[src/rtl/adcs_pkg.sv]
package adcs_pkg;
   typedef enum logic [2:0] {
      PH_IDLE,
      PH_SAMPLE,
      PH_BITS,
      PH_STORE,
      PH_INIT
   } scan_phase_e;
endpackage

[src/rtl/adcs_edge_in.sv]
module adcs_edge_in #(
   parameter int SYNC_STAGES = 2
) (
   input  logic clk,
   input  logic rst_n,
   input  logic pin,
   input  logic rise_en,
   input  logic fall_en,
   output logic edge_o
);
   if (SYNC_STAGES < 2) begin : g_bad_sync
      $error("adcs_edge_in: SYNC_STAGES must be at least 2");
   end

   // stage SYNC_STAGES holds the previous synchronized level
   logic [SYNC_STAGES:0] sh;

   for (genvar s = 0; s <= SYNC_STAGES; s++) begin : g_stage
      if (s == 0) begin : g_first
         always_ff @(posedge clk or negedge rst_n)
            if (!rst_n) sh[0] <= 1'b0;
            else        sh[0] <= pin;
      end else begin : g_next
         always_ff @(posedge clk or negedge rst_n)
            if (!rst_n) sh[s] <= 1'b0;
            else        sh[s] <= sh[s-1];
      end
   end

   logic now_lvl, old_lvl;
   assign now_lvl = sh[SYNC_STAGES-1];
   assign old_lvl = sh[SYNC_STAGES];
   assign edge_o  = (rise_en & now_lvl & ~old_lvl) | (fall_en & ~now_lvl & old_lvl);
endmodule

[src/rtl/adcs_low_pick.sv]
module adcs_low_pick #(
   parameter int NCH = 8,
   localparam int CW = $clog2(NCH)
) (
   input  logic [NCH-1:0] mask,
   output logic           found,
   output logic [CW-1:0]  idx
);
   always_comb begin
      found = |mask;
      idx   = '0;
      for (int i = NCH - 1; i >= 0; i--) begin
         if (mask[i]) idx = CW'(i);
      end
   end
endmodule

[src/rtl/adc_scan_seq.sv]
module adc_scan_seq
   import adcs_pkg::*;
#(
   parameter int NCH         = 8,
   parameter int RES_BITS    = 10,
   parameter int PRESC_W     = 2,
   parameter int SYNC_STAGES = 2,
   localparam int CW         = $clog2(NCH),
   localparam int MAXDIV     = 2 * (2 ** PRESC_W),
   localparam int CNT_W      = $clog2(MAXDIV + 1)
) (
   input  logic                clk,
   input  logic                rst_n,
   input  logic                mc_en,
   input  logic [NCH-1:0]      scan_mask,
   input  logic                sw_start,
   input  logic                ext_start,
   input  logic                ext_rise_en,
   input  logic                ext_fall_en,
   input  logic                cont_mode,
   input  logic [PRESC_W-1:0]  presc_sel,
   input  logic                pwr_down,
   input  logic                irq_clr,
   input  logic                cmp_in,
   output logic                busy_o,
   output logic                irq_o,
   output logic [CW-1:0]       chan_sel,
   output logic                sample_o,
   output logic                bit_stb,
   output logic                store_o,
   output logic [CW-1:0]       store_chan,
   output logic [RES_BITS-1:0] store_data
);
   if (NCH < 2 || RES_BITS < 2 || PRESC_W < 1) begin : g_bad_cfg
      $error("adc_scan_seq: NCH and RES_BITS must be >= 2, PRESC_W >= 1");
   end

   localparam logic [RES_BITS-1:0] MSB_ONE = {1'b1, {(RES_BITS-1){1'b0}}};

   scan_phase_e         phase;
   logic [CNT_W-1:0]    tick;
   logic [CNT_W-1:0]    m_div, half_div;
   logic [RES_BITS-1:0] sar, bit_sel;
   logic [CW-1:0]       cur;
   logic [NCH-1:0]      loop_mask, above_cur;
   logic                run, pend, irq;
   logic                ext_edge, req, launch, mask_nz;
   logic                first_found, nxt_found;
   logic [CW-1:0]       first_idx, nxt_idx;

   // m = 2 * (sel + 1), so a bit period of m/2 is never zero
   assign m_div    = (CNT_W'(presc_sel) + CNT_W'(1)) << 1;
   assign half_div = m_div >> 1;

   adcs_edge_in #(.SYNC_STAGES(SYNC_STAGES)) i_edge (
      .clk(clk), .rst_n(rst_n), .pin(ext_start),
      .rise_en(ext_rise_en), .fall_en(ext_fall_en), .edge_o(ext_edge)
   );

   for (genvar g = 0; g < NCH; g++) begin : g_above
      assign above_cur[g] = (CW'(g) > cur);
   end

   adcs_low_pick #(.NCH(NCH)) i_pick_first (
      .mask(scan_mask), .found(first_found), .idx(first_idx)
   );
   adcs_low_pick #(.NCH(NCH)) i_pick_next (
      .mask(loop_mask & above_cur), .found(nxt_found), .idx(nxt_idx)
   );

   assign mask_nz = first_found;
   assign req     = sw_start | ext_edge;
   assign launch  = pend & ~irq & ~run & ~pwr_down & mask_nz;

   always_ff @(posedge clk or negedge rst_n) begin
      if (!rst_n) begin
         phase      <= PH_IDLE;
         tick       <= '0;
         sar        <= '0;
         bit_sel    <= '0;
         cur        <= '0;
         loop_mask  <= '0;
         run        <= 1'b0;
         pend       <= 1'b0;
         irq        <= 1'b0;
         bit_stb    <= 1'b0;
         store_o    <= 1'b0;
         store_chan <= '0;
         store_data <= '0;
      end else begin
         bit_stb <= 1'b0;
         store_o <= 1'b0;
         if (irq_clr)         irq  <= 1'b0;
         if (req && mask_nz)  pend <= 1'b1;
         if (pwr_down) begin
            phase <= PH_IDLE;
            run   <= 1'b0;
            pend  <= 1'b0;
         end else if (launch) begin
            run       <= 1'b1;
            pend      <= 1'b0;
            phase     <= PH_SAMPLE;
            tick      <= '0;
            sar       <= '0;
            bit_sel   <= MSB_ONE;
            cur       <= first_idx;
            loop_mask <= scan_mask;
         end else if (run && mc_en) begin
            unique case (phase)
               PH_SAMPLE: begin
                  if (tick == m_div - CNT_W'(1)) begin
                     phase <= PH_BITS;
                     tick  <= '0;
                  end else tick <= tick + CNT_W'(1);
               end
               PH_BITS: begin
                  if (tick == half_div - CNT_W'(1)) begin
                     tick    <= '0;
                     bit_stb <= 1'b1;
                     if (cmp_in) sar <= sar | bit_sel;
                     bit_sel <= bit_sel >> 1;
                     if (bit_sel[0]) phase <= PH_STORE;
                  end else tick <= tick + CNT_W'(1);
               end
               PH_STORE: begin
                  store_o    <= 1'b1;
                  store_chan <= cur;
                  store_data <= sar;
                  tick       <= '0;
                  if (nxt_found) begin
                     cur   <= nxt_idx;
                     phase <= PH_INIT;
                  end else begin
                     irq <= 1'b1;
                     if (cont_mode && first_found) begin
                        loop_mask <= scan_mask;
                        cur       <= first_idx;
                        phase     <= PH_INIT;
                     end else begin
                        run   <= 1'b0;
                        phase <= PH_IDLE;
                     end
                  end
               end
               PH_INIT: begin
                  if (tick == m_div - CNT_W'(2)) begin
                     phase   <= PH_SAMPLE;
                     tick    <= '0;
                     sar     <= '0;
                     bit_sel <= MSB_ONE;
                  end else tick <= tick + CNT_W'(1);
               end
               default: phase <= PH_IDLE;
            endcase
         end
      end
   end

   assign busy_o   = run;
   assign irq_o    = irq;
   assign chan_sel = cur;
   assign sample_o = run && (phase == PH_SAMPLE);
endmodule

[config.mk]
export PLATFORM = sky130hd
export DESIGN_NAME = adc_scan_seq
export DESIGN_NICKNAME = d
export VERILOG_FILES = /design/src/rtl/adcs_pkg.sv /design/src/rtl/adcs_edge_in.sv /design/src/rtl/adcs_low_pick.sv /design/src/rtl/adc_scan_seq.sv
export SDC_FILE = /design/constraint.sdc
export NUM_CORES = 1
export LEC_CHECK = 0
export CAP_MARGIN = 20
export CORE_MARGIN = 2
export CORE_UTILIZATION = 35
export CTS_CLUSTER_SIZE = 30
export DETAILED_ROUTE_END_ITERATION = 8
export GPL_TIMING_DRIVEN = 1
export PLACE_DENSITY_LB_ADDON = 0.12
export SLEW_MARGIN = 15
export SYNTH_ARGS = -nofsm -noshare
export SYNTH_HDL_FRONTEND = slang
export SYNTH_SLANG_ARGS = --single-unit
[constraint.sdc]
create_clock -name clk -period 2.2 [get_ports clk]
set_clock_uncertainty 0.15 [all_clocks]
set_input_delay 0.44 -clock clk [delete_from_list [all_inputs] [get_ports clk]]
set_output_delay 0.44 -clock clk [all_outputs]
set_load 0.02 [all_outputs]
* Word-level counts from Yosys, hierarchy flattened
Cells that the tools add are included.
** Word-level totals
- Register bits :: 59
- Bits of input ports :: 21
- Output and inout port bits :: 21
** Cells by class
- $add $sub $neg :: 5
- $lt $le $gt $ge :: 8
- Equality and inequality tests :: 17
- Mux-type cells :: 77
- Bitwise gates (word level) :: 18
- Reductions and logical operators :: 23
** Operator list (number)
- 10-bit two-way mux :: 9
- 3-bit two-way mux :: 30
- 8-bit two-way mux :: 5
- 10-bit case mux with 2 select lines :: 2
- 1-bit two-way mux :: 24
- 4-bit two-way mux :: 5
- 4-bit inequality test, second input constant :: 4
- 4-bit case mux with 4 select lines :: 1
- 8-bit OR reduction :: 2
- 3-bit inequality test, second input constant :: 5
- 5-bit AND reduction :: 3
- 3-bit nonzero test :: 5
- 4-bit == test :: 3
- 3-bit greater-than comparator, first input constant :: 4
- 3-bit case mux with 4 select lines :: 1
- 4-bit AND reduction :: 3
- 10-bit OR :: 1
- 1-bit AND :: 8
- 8-bit AND :: 1
- 3-bit by 2-bit == test with 1-bit output, second input constant :: 2
- 1-bit by 3-bit greater-than comparator with 1-bit output, first input constant :: 2
- 2-bit by 3-bit greater-than comparator with 1-bit output, first input constant :: 2
- 1-bit inverter :: 6
- 6-bit AND reduction :: 1
- 13 further kinds :: 19

* Logic depth before layout (Yosys ltp)
Gate-level depths: netlist (run 1).
- Depth after elaboration :: 14
- Depth in mapped cells :: 6
- Gate-level depth less buffers :: 5

* Cells and area by module
Synthesis (run 1) repeated with hierarchy kept, for this count alone.
** Second synthesis, totals
- Cell total of the unflattened synthesis :: 298
- Area total of the unflattened synthesis :: 2964.1 um2
** By module, submodules not included
- adc_scan_seq :: instances 1, cells each 266, area an instance 2706.3 um2
- adcs_low_pick :: instances 2, cells each 13, area an instance 81.3 um2
- adcs_edge_in :: instances 1, cells each 6, area an instance 95.1 um2

* Least setup slack after synthesis (run 1)
Ideal clock, no wire load.
- Path kind :: register to register
- Start :: register tick[1]
- End :: register bit_sel[9]
- Data arrival time :: 1.843 ns
- Path slack :: 0.075 ns
- Stages on the path, launching flop included :: 6
- Path buffers :: 1
- Cell sequence :: dfrtp_1 > xor2_1 > o41a_4 > nor4b_4 > buf_6 > o21ai_2
** Between the ends
- Word-level cells in the longest chain between the ends :: 3
- Elaborated cells between the ends (all ways) :: 5
** RTL lines
- start: declaration :: line adc_scan_seq.sv:41 : logic [CNT_W-1:0] tick;
- start signal: assignment :: line adc_scan_seq.sv:114 : end else tick <= tick + CNT_W'(1);
- start signal: assignment :: line adc_scan_seq.sv:123 : end else tick <= tick + CNT_W'(1);
- start signal: assignment :: line adc_scan_seq.sv:151 : end else tick <= tick + CNT_W'(1);
- 4-bit == test (on tied branches) :: line adc_scan_seq.sv:146, adc_scan_seq.sv:117
- 3-bit inequality test (no line)
- 5-bit AND reduction (no line) *
- end signal: assignment :: line adc_scan_seq.sv:121 : bit_sel <= bit_sel >> 1;
- end: declaration :: line adc_scan_seq.sv:43 : logic [RES_BITS-1:0] sar, bit_sel;
Every way passes the cells marked *; elsewhere a longest branch is shown, timed or not.
A chain may end at the register's enable or synchronous reset.

* Worst setup path in the final report (run 1)
- Start :: input scan_mask[6]
- End :: register cur[1], in the netlist chan_sel[1]
** Between the ends
- Word-level cells in the longest chain between the ends :: 12
- Elaborated cells between the ends (all ways) :: 19
** RTL lines
- start: declaration :: line adc_scan_seq.sv:15 : input logic [NCH-1:0] scan_mask,
- 3-bit two-way mux (7 in series) :: line adcs_low_pick.sv:13 : if (mask[i]) idx = CW'(i);
- 3-bit two-way mux :: line adc_scan_seq.sv:135 : if (cont_mode && first_found) begin
- 3-bit two-way mux :: line adc_scan_seq.sv:130 : if (nxt_found) begin
- 3-bit two-way mux :: line adc_scan_seq.sv:109 : unique case (phase)
- 3-bit two-way mux :: line adc_scan_seq.sv:108 : end else if (run && mc_en) begin
- 3-bit two-way mux :: line adc_scan_seq.sv:99 : end else if (launch) begin
- end signal: assignment :: line adc_scan_seq.sv:106 : cur <= first_idx;
- end signal: assignment :: line adc_scan_seq.sv:131 : cur <= nxt_idx;
- end signal: assignment :: line adc_scan_seq.sv:137 : cur <= first_idx;
- end: declaration :: line adc_scan_seq.sv:44 : logic [CW-1:0] cur;
Parallel ways exist; a longest one is shown, timed or not. The select of a mux whose other input is x is not followed.

==> results of run 1 <==
-- power by group through the flow --
stage,clock [mW],sequential (mW),combinational (mW)
after CTS,1.05,1.27,0.925
after floorplan,0,1.27,0.506
after global placement,0,1.30,0.908
final,1.03,1.29,0.949
after detailed placement,0,1.30,0.911
after global routing,1.09,1.30,1.03
-- per-layer routing --
metal,GRT usage,vias up
met2,0.2813,50
met5,0,-
met4,0.06090,0
met3,0.02577,6
li1,-,1294
met1,0.2551,1377
-- critical path, stage by stage --
cell and delay (ps):
clkdlybuf4s50_1 420, or4_4 570, o21ai_2 160, and4_1 240
o21ai_2 90, mux2_4 310
-- area by class of cell --
type | instances | area [um^2]
inverter | 11 | 41.29
fill | 835 | 4169
sequential | 58 | 1458
timing repair buffer | 107 | 1023
multi-input combinational | 203 | 1607
tap | 108 | 135.1
clock buffer | 10 | 137.6
clock inverter | 6 | 65.06
-- cells by family (layout without fill, tap and decap cells) --
| family | count (synthesis) | in the layout |
|---|---|---|
| AO/OA/AOI/OAI | 85 | 85 |
| XOR/XNOR | 5 | 5 |
| adder cells (fa/ha/maj) | 1 | 1 |
| buffers and inverters | 24 | 134 |
| flip-flops | 58 | 58 |
| multiplexers | 17 | 17 |
| AND/OR/NAND/NOR | 94 | 95 |
-- cells in the final DEF, fill, tap and decap left out, types with 4 or more instances in the layout --
cell	count
a211oi_1	6
a21oi_1	14
a22o_1	16
buf_12	6
buf_4	54
clkbuf_8	10
clkdlybuf4s50_1	36
dfrtp_1	53
dfrtp_2	5
inv_1	11
mux2_2	13
nand2_1	21
nand2b_1	5
nand3_1	6
nand4_1	10
nor2_1	14
nor3_1	4
o21ai_0	4
o21ai_2	14
o22ai_1	4
-- worst paths after layout --
check	slack [ps]	end	depth (start not counted)
max in group asynchronous	810	bit_sel[4]$_DFFE_PN0P_	3
worst min register to register	200	i_edge.now_lvl$_DFF_PN0_	0
worst max-delay path	40	chan_sel[1]$_DFFE_PN0P_	6
worst max register to register	50	sar[9]$_DFFE_PN0P_	6
worst min-delay path	200	i_edge.now_lvl$_DFF_PN0_	0
min in group asynchronous	450	loop_mask[4]$_DFFE_PN0P_	2
-- state kept, by name (all words and copies together) (netlist names) --
register,flops
bit_sel,10
bit_stb,1
busy_o,1
chan_sel,3
i_edge.now_lvl,1
i_edge.old_lvl,1
i_edge.sh,1
irq_o,1
loop_mask,7
pend,1
phase,3
sar,10
store_chan,3
store_data,10
store_o,1
tick,4
-- through the flow --
stage               hold slack (ps)  power [mW]  setup WS (ps)  cells  TNS [ps]
finish                        200.5       3.263          40.17    503         0
global placement              182.6       2.204         -384.8    475    -13020
floorplan                    -5.591       1.778          74.71    284         0
CTS                           204.1       3.249          4.597    498         0
detailed placement            186.5       2.206         -413.7    475    -13450
global route                  225.3       3.419         -16.04    503    -50.85
-- what timing repair did --
action,CTS,global route
pin swaps,5,11
gates cloned,3,1
endpoints found under the hold margin,19,0
hold buffers,1,0
gates resized for setup,12,15
endpoints found under the setup margin,20,21
setup buffers,3,4
==> impl_metrics.ini, run 1 <==
[outcome]
status = complete, no violations

[synth]
yosys.area.top_type = dfrtp_1
synth_top_family_by_area = compound AO/OA/AOI/OAI gates
synth_adder_area_share = 0.004058
synth.distinct_cells = 65
synth_nets = 306
synth-async-reset-ratio = 1.000
synth-edff-count = 0
syn_avg_cell_area_um2 = 10.86
synth_simple_gate_area_frac = 0.2001
yosysSeqAreaShare = 0.4708
post-synth-top-area-fraction = 0.4708
synth_area_um2 = 3083
synth_xor_area_frac = 0.01420
ys.warnings.count = 0
ys_ff_latch = 58
synthMuxAreaShare = 0.06088
synthCells = 284
synthMostInstantiatedCell = dfrtp_1
synth_top_cells_by_count = dfrtp_1, nand2_1, a22o_1, a21oi_1, nor2_1
synthFlopType = dfrtp_1
synth-compound-area-share = 0.2155
synth_area_leaders = dfrtp_1, mux2_2, a22o_1

[critical_path]
end_kind = flip-flop
r2r_start = tick[2]$_DFFE_PN0P_
critPathRequiredTime_ps = 2270
arrival_ps = 2230
critPathKind = in -> reg
crit_start = scan_mask[6]
worst_setup_path_start_kind = input pin
path_max_fanout = 3

[sta]
fmax_mhz = 463.0
min_period_ps = 2160
finalHoldViolCount = 0
fin_crit_sh = 0.9817
slew_headroom = 0.6456
rsz0062_at_grt = yes
slew_viol_final = 0
tightest_slew_ps = 531.6
setup_violations = 0

[global_route]
grt_start_max_net_pins = 25
grt-ovfl-total = 0
grt.total_usage = 0.1792
grt_pass1_wl_um = 13760
grt_pass1_vias = 2681
antenna_found_initial = 0

[run]
max_cap_violations = 0

[route]
drt_iter0_markers = 95
highest_layer = met4
first_pass_iters = 5
avgViaCountPerCell = 5.421
num_vias = 2727
drc = 0
drt_wl_total_um = 8382
routedWlPerCell_um = 16.66
wl_met3_um = 241
ant_nets = 0
met1Wirelength_um = 4049
wl_met2_um = 4013

[clocking]
clock_path_buffers = 2
path_clk_slew_ps = 70
insertion_delay_ps = 340
cts-buffers-inserted = 9
cts_max_level = 3
cts.sinks = 58
tritoncts = yes
root_buffer = clkbuf_8

[pwr]
max-vdd-ir-drop_uv = 355.0
power_density_nw_per_um2 = 730.5
switching_power_mw = 1.079
leakagePower_nw = 1.996
switching_share = 0.3308
pwr-share-clk = 0.315
seqPwrFrac = 0.394
p_int_mw = 2.184
pwr-share-comb = 0.291

[final_layout]
area_growth_syn_to_layout_pct = 44.89
fin_util = 0.5172
antenna_cells = 0
finalInstanceArea_um2 = 4467
drive_above_1_share = 0.3494
fin_nets = 412

[placement]
port_buffers = 41
placed_area_um2 = 4021
dp_hpwl_um = 5794
gp_congestion = 0.7831

[floorplan]
die_w_um = 97.86
rows = 34
core_region_area_um2 = 8636
die_h_um = 97.86
pin_count = 42
initial_utilization = 0.3570
die_area_um2 = 9576

[min_path]
min_from = i_edge.sh[0]$_DFF_PN0_
hold_class = reg -> reg
(Power assumes the default switching activity.)
==> run 2: changes to the inputs <==
--- a/config.mk
+++ b/config.mk
@@ -5,7 +5,8 @@
 export SDC_FILE = /design/constraint.sdc
 export NUM_CORES = 1
 export LEC_CHECK = 0
-export CAP_MARGIN = 20
+export CAP_MARGIN = 5
+export CORE_ASPECT_RATIO = 1.25
 export CORE_MARGIN = 2
 export CORE_UTILIZATION = 35
 export CTS_CLUSTER_SIZE = 30
==> run 2 against run 1 <==
Non-clock buffer count down 12. Maximum frequency down 0.49%. Total power up 0.65%. Worst hold slack better by 0.82 ps. Sequential share of layout area up 1.1 points. Clock-buffer cell count up 1. Cell count down 0.20%. Global-route usage down 0.55 points. Worst setup slack worse by 11 ps. Wire length down 7.8%.
==> impl_metrics.ini, run 2 (synthesis gave the netlist of run 1 again) <==
[placement]
dp_hpwl_um = 5642
port_buffers = 41
gp_congestion = 0.8166

[route]
drt_iter0_markers = 135
avgViaCountPerCell = 5.153
ant_nets = 0
drt_wl_total_um = 7728
routedWlPerCell_um = 15.39
drc = 0
first_pass_iters = 4
num_vias = 2587

[critical_path]
end_kind = flip-flop
path_max_fanout = 3
critPathKind = in -> reg
arrival_ps = 2230
worst_setup_path_start_kind = input pin
rrSetupSlack_ps = 90
critPathRequiredTime_ps = 2260

[clocking]
clock_path_buffers = 2
path_clk_slew_ps = 70
cts.sinks = 58
root_buffer = clkbuf_8
tritoncts = yes
cts-buffers-inserted = 9
insertion_delay_ps = 330
cts_max_level = 3

[global_route]
grt-ovfl-total = 0
grt_pass1_wl_um = 12560
met3_usage = 0.04088
use_met2 = 0.2884
antenna_found_initial = 0
grt_busiest_layer = met2
grt_use_met1 = 0.2171
grt.total_usage = 0.1737
grt_pass1_vias = 2550
grt_start_max_net_pins = 59

[sta]
fin_crit_sh = 0.9866
whs_ps = 201.3
tightest_slew_ps = 461.0
slew_viol_final = 0
setup_violations = 0
fmax_mhz = 460.7
rsz0062_at_grt = yes
slew_headroom = 0.6906
min_period_ps = 2170
finalHoldViolCount = 0

[min_path]
hold_class = reg -> reg

[pwr]
max-vdd-ir-drop_uv = 329.0
power_density_nw_per_um2 = 761.3
leakagePower_nw = 1.940

[final_layout]
drive_above_1_share = 0.3089
antenna_cells = 0
layout.cells.most_common_list = dfrtp_1, buf_4, clkdlybuf4s50_1
reg.largest.list = bit_sel: 10 flops, sar: 10 flops, store_data: 10 flops
final_common_cell = dfrtp_1
area_growth_syn_to_layout_pct = 39.94
fin_nets = 399
fin_util = 0.5013

[floorplan]
rows = 38
die_h_um = 108.9
die_w_um = 87.95
pin_count = 42
core_region_area_um2 = 8606
initial_utilization = 0.3582
die_area_um2 = 9580

[outcome]
status = complete, no violations

[run]
max_cap_violations = 0
## run 2: cell types whose count changed in the layout (fill, tap and decap cells not counted), sizes merged
cell and delta:
dlygate4sd2 -1, clkbuf -1, buf -10, nor2 -1, bufinv +1, clkinv -1
dlymetal6s2s +2, inv -1, clkdlybuf4s50 -1
## run 2: worst paths after layout
check,startpoint,end,cells past startpoint
max in group asynchronous,rst_n,tick[2]$_DFFE_PN0P_,3
worst min register to register,i_edge.sh[0]$_DFF_PN0_,i_edge.now_lvl$_DFF_PN0_,0
worst max-delay path,scan_mask[4],chan_sel[1]$_DFFE_PN0P_,6
worst min-delay path,i_edge.sh[0]$_DFF_PN0_,i_edge.now_lvl$_DFF_PN0_,0
worst max register to register,tick[2]$_DFFE_PN0P_,phase[1]$_DFFE_PN0P_,6
min in group asynchronous,rst_n,store_chan[0]$_DFFE_PN0P_,3
## run 2: area by class of cell
class,instances,area [um^2]
Inverter,11,41.29
Clock buffer,11,141.4
Clock inverter,5,77.57
Timing Repair Buffer,95,868.3
Multi-Input combinational cell,202,1582
Fill cell,805,4292
Sequential cell,58,1454
Tap cell,120,150.1
## run 2: report_power, final
part,switching (mW),total [mW],internal (mW)
clock network,0.430,1.09,0.665
logic,0.475,0.931,0.456
registers,0.109,1.26,1.15
## run 2: routing by layer
| layer | part of all wire | wire (um) | vias up |
|---|---|---|---|
| met4 | 0.021 | 162 | 0 |
| met2 | 0.50 | 3896 | 49 |
| met3 | 0.028 | 220 | 14 |
| met1 | 0.45 | 3448 | 1259 |
| li1 | - | - | 1265 |
| met5 | 0 | 0 | - |
## run 2: repair_timing
item                                    in CTS  in global routing
setup buffers                                0                  3
endpoints found under the setup margin       6                 34
hold buffers                                 1                  0
hold endpoints to repair                    58                  0
gates resized for setup                      6                 13
pin swaps                                    2                  5
## run 2: worst max-delay path, stage by stage
cell             delay, ps
clkdlybuf4s50_1        420
or4_4                  560
o21ai_2                160
and4_4                 250
o21ai_2                 70
mux2_1                 320
## run 2: through the flow
step	power (mW)	std cells	setup TNS (ps)	cell area, um^2	worst slack [ps]
floorplan	1.778	284	0	3083	74.71
global placement	2.171	482	-11630	3999	-341.9
detailed placement	2.180	482	-12180	3999	-363.9
CTS	3.291	499	0	4243	7.436
global route	3.484	502	-96.03	4314	-50.98
finish	3.284	502	0	4314	29.56
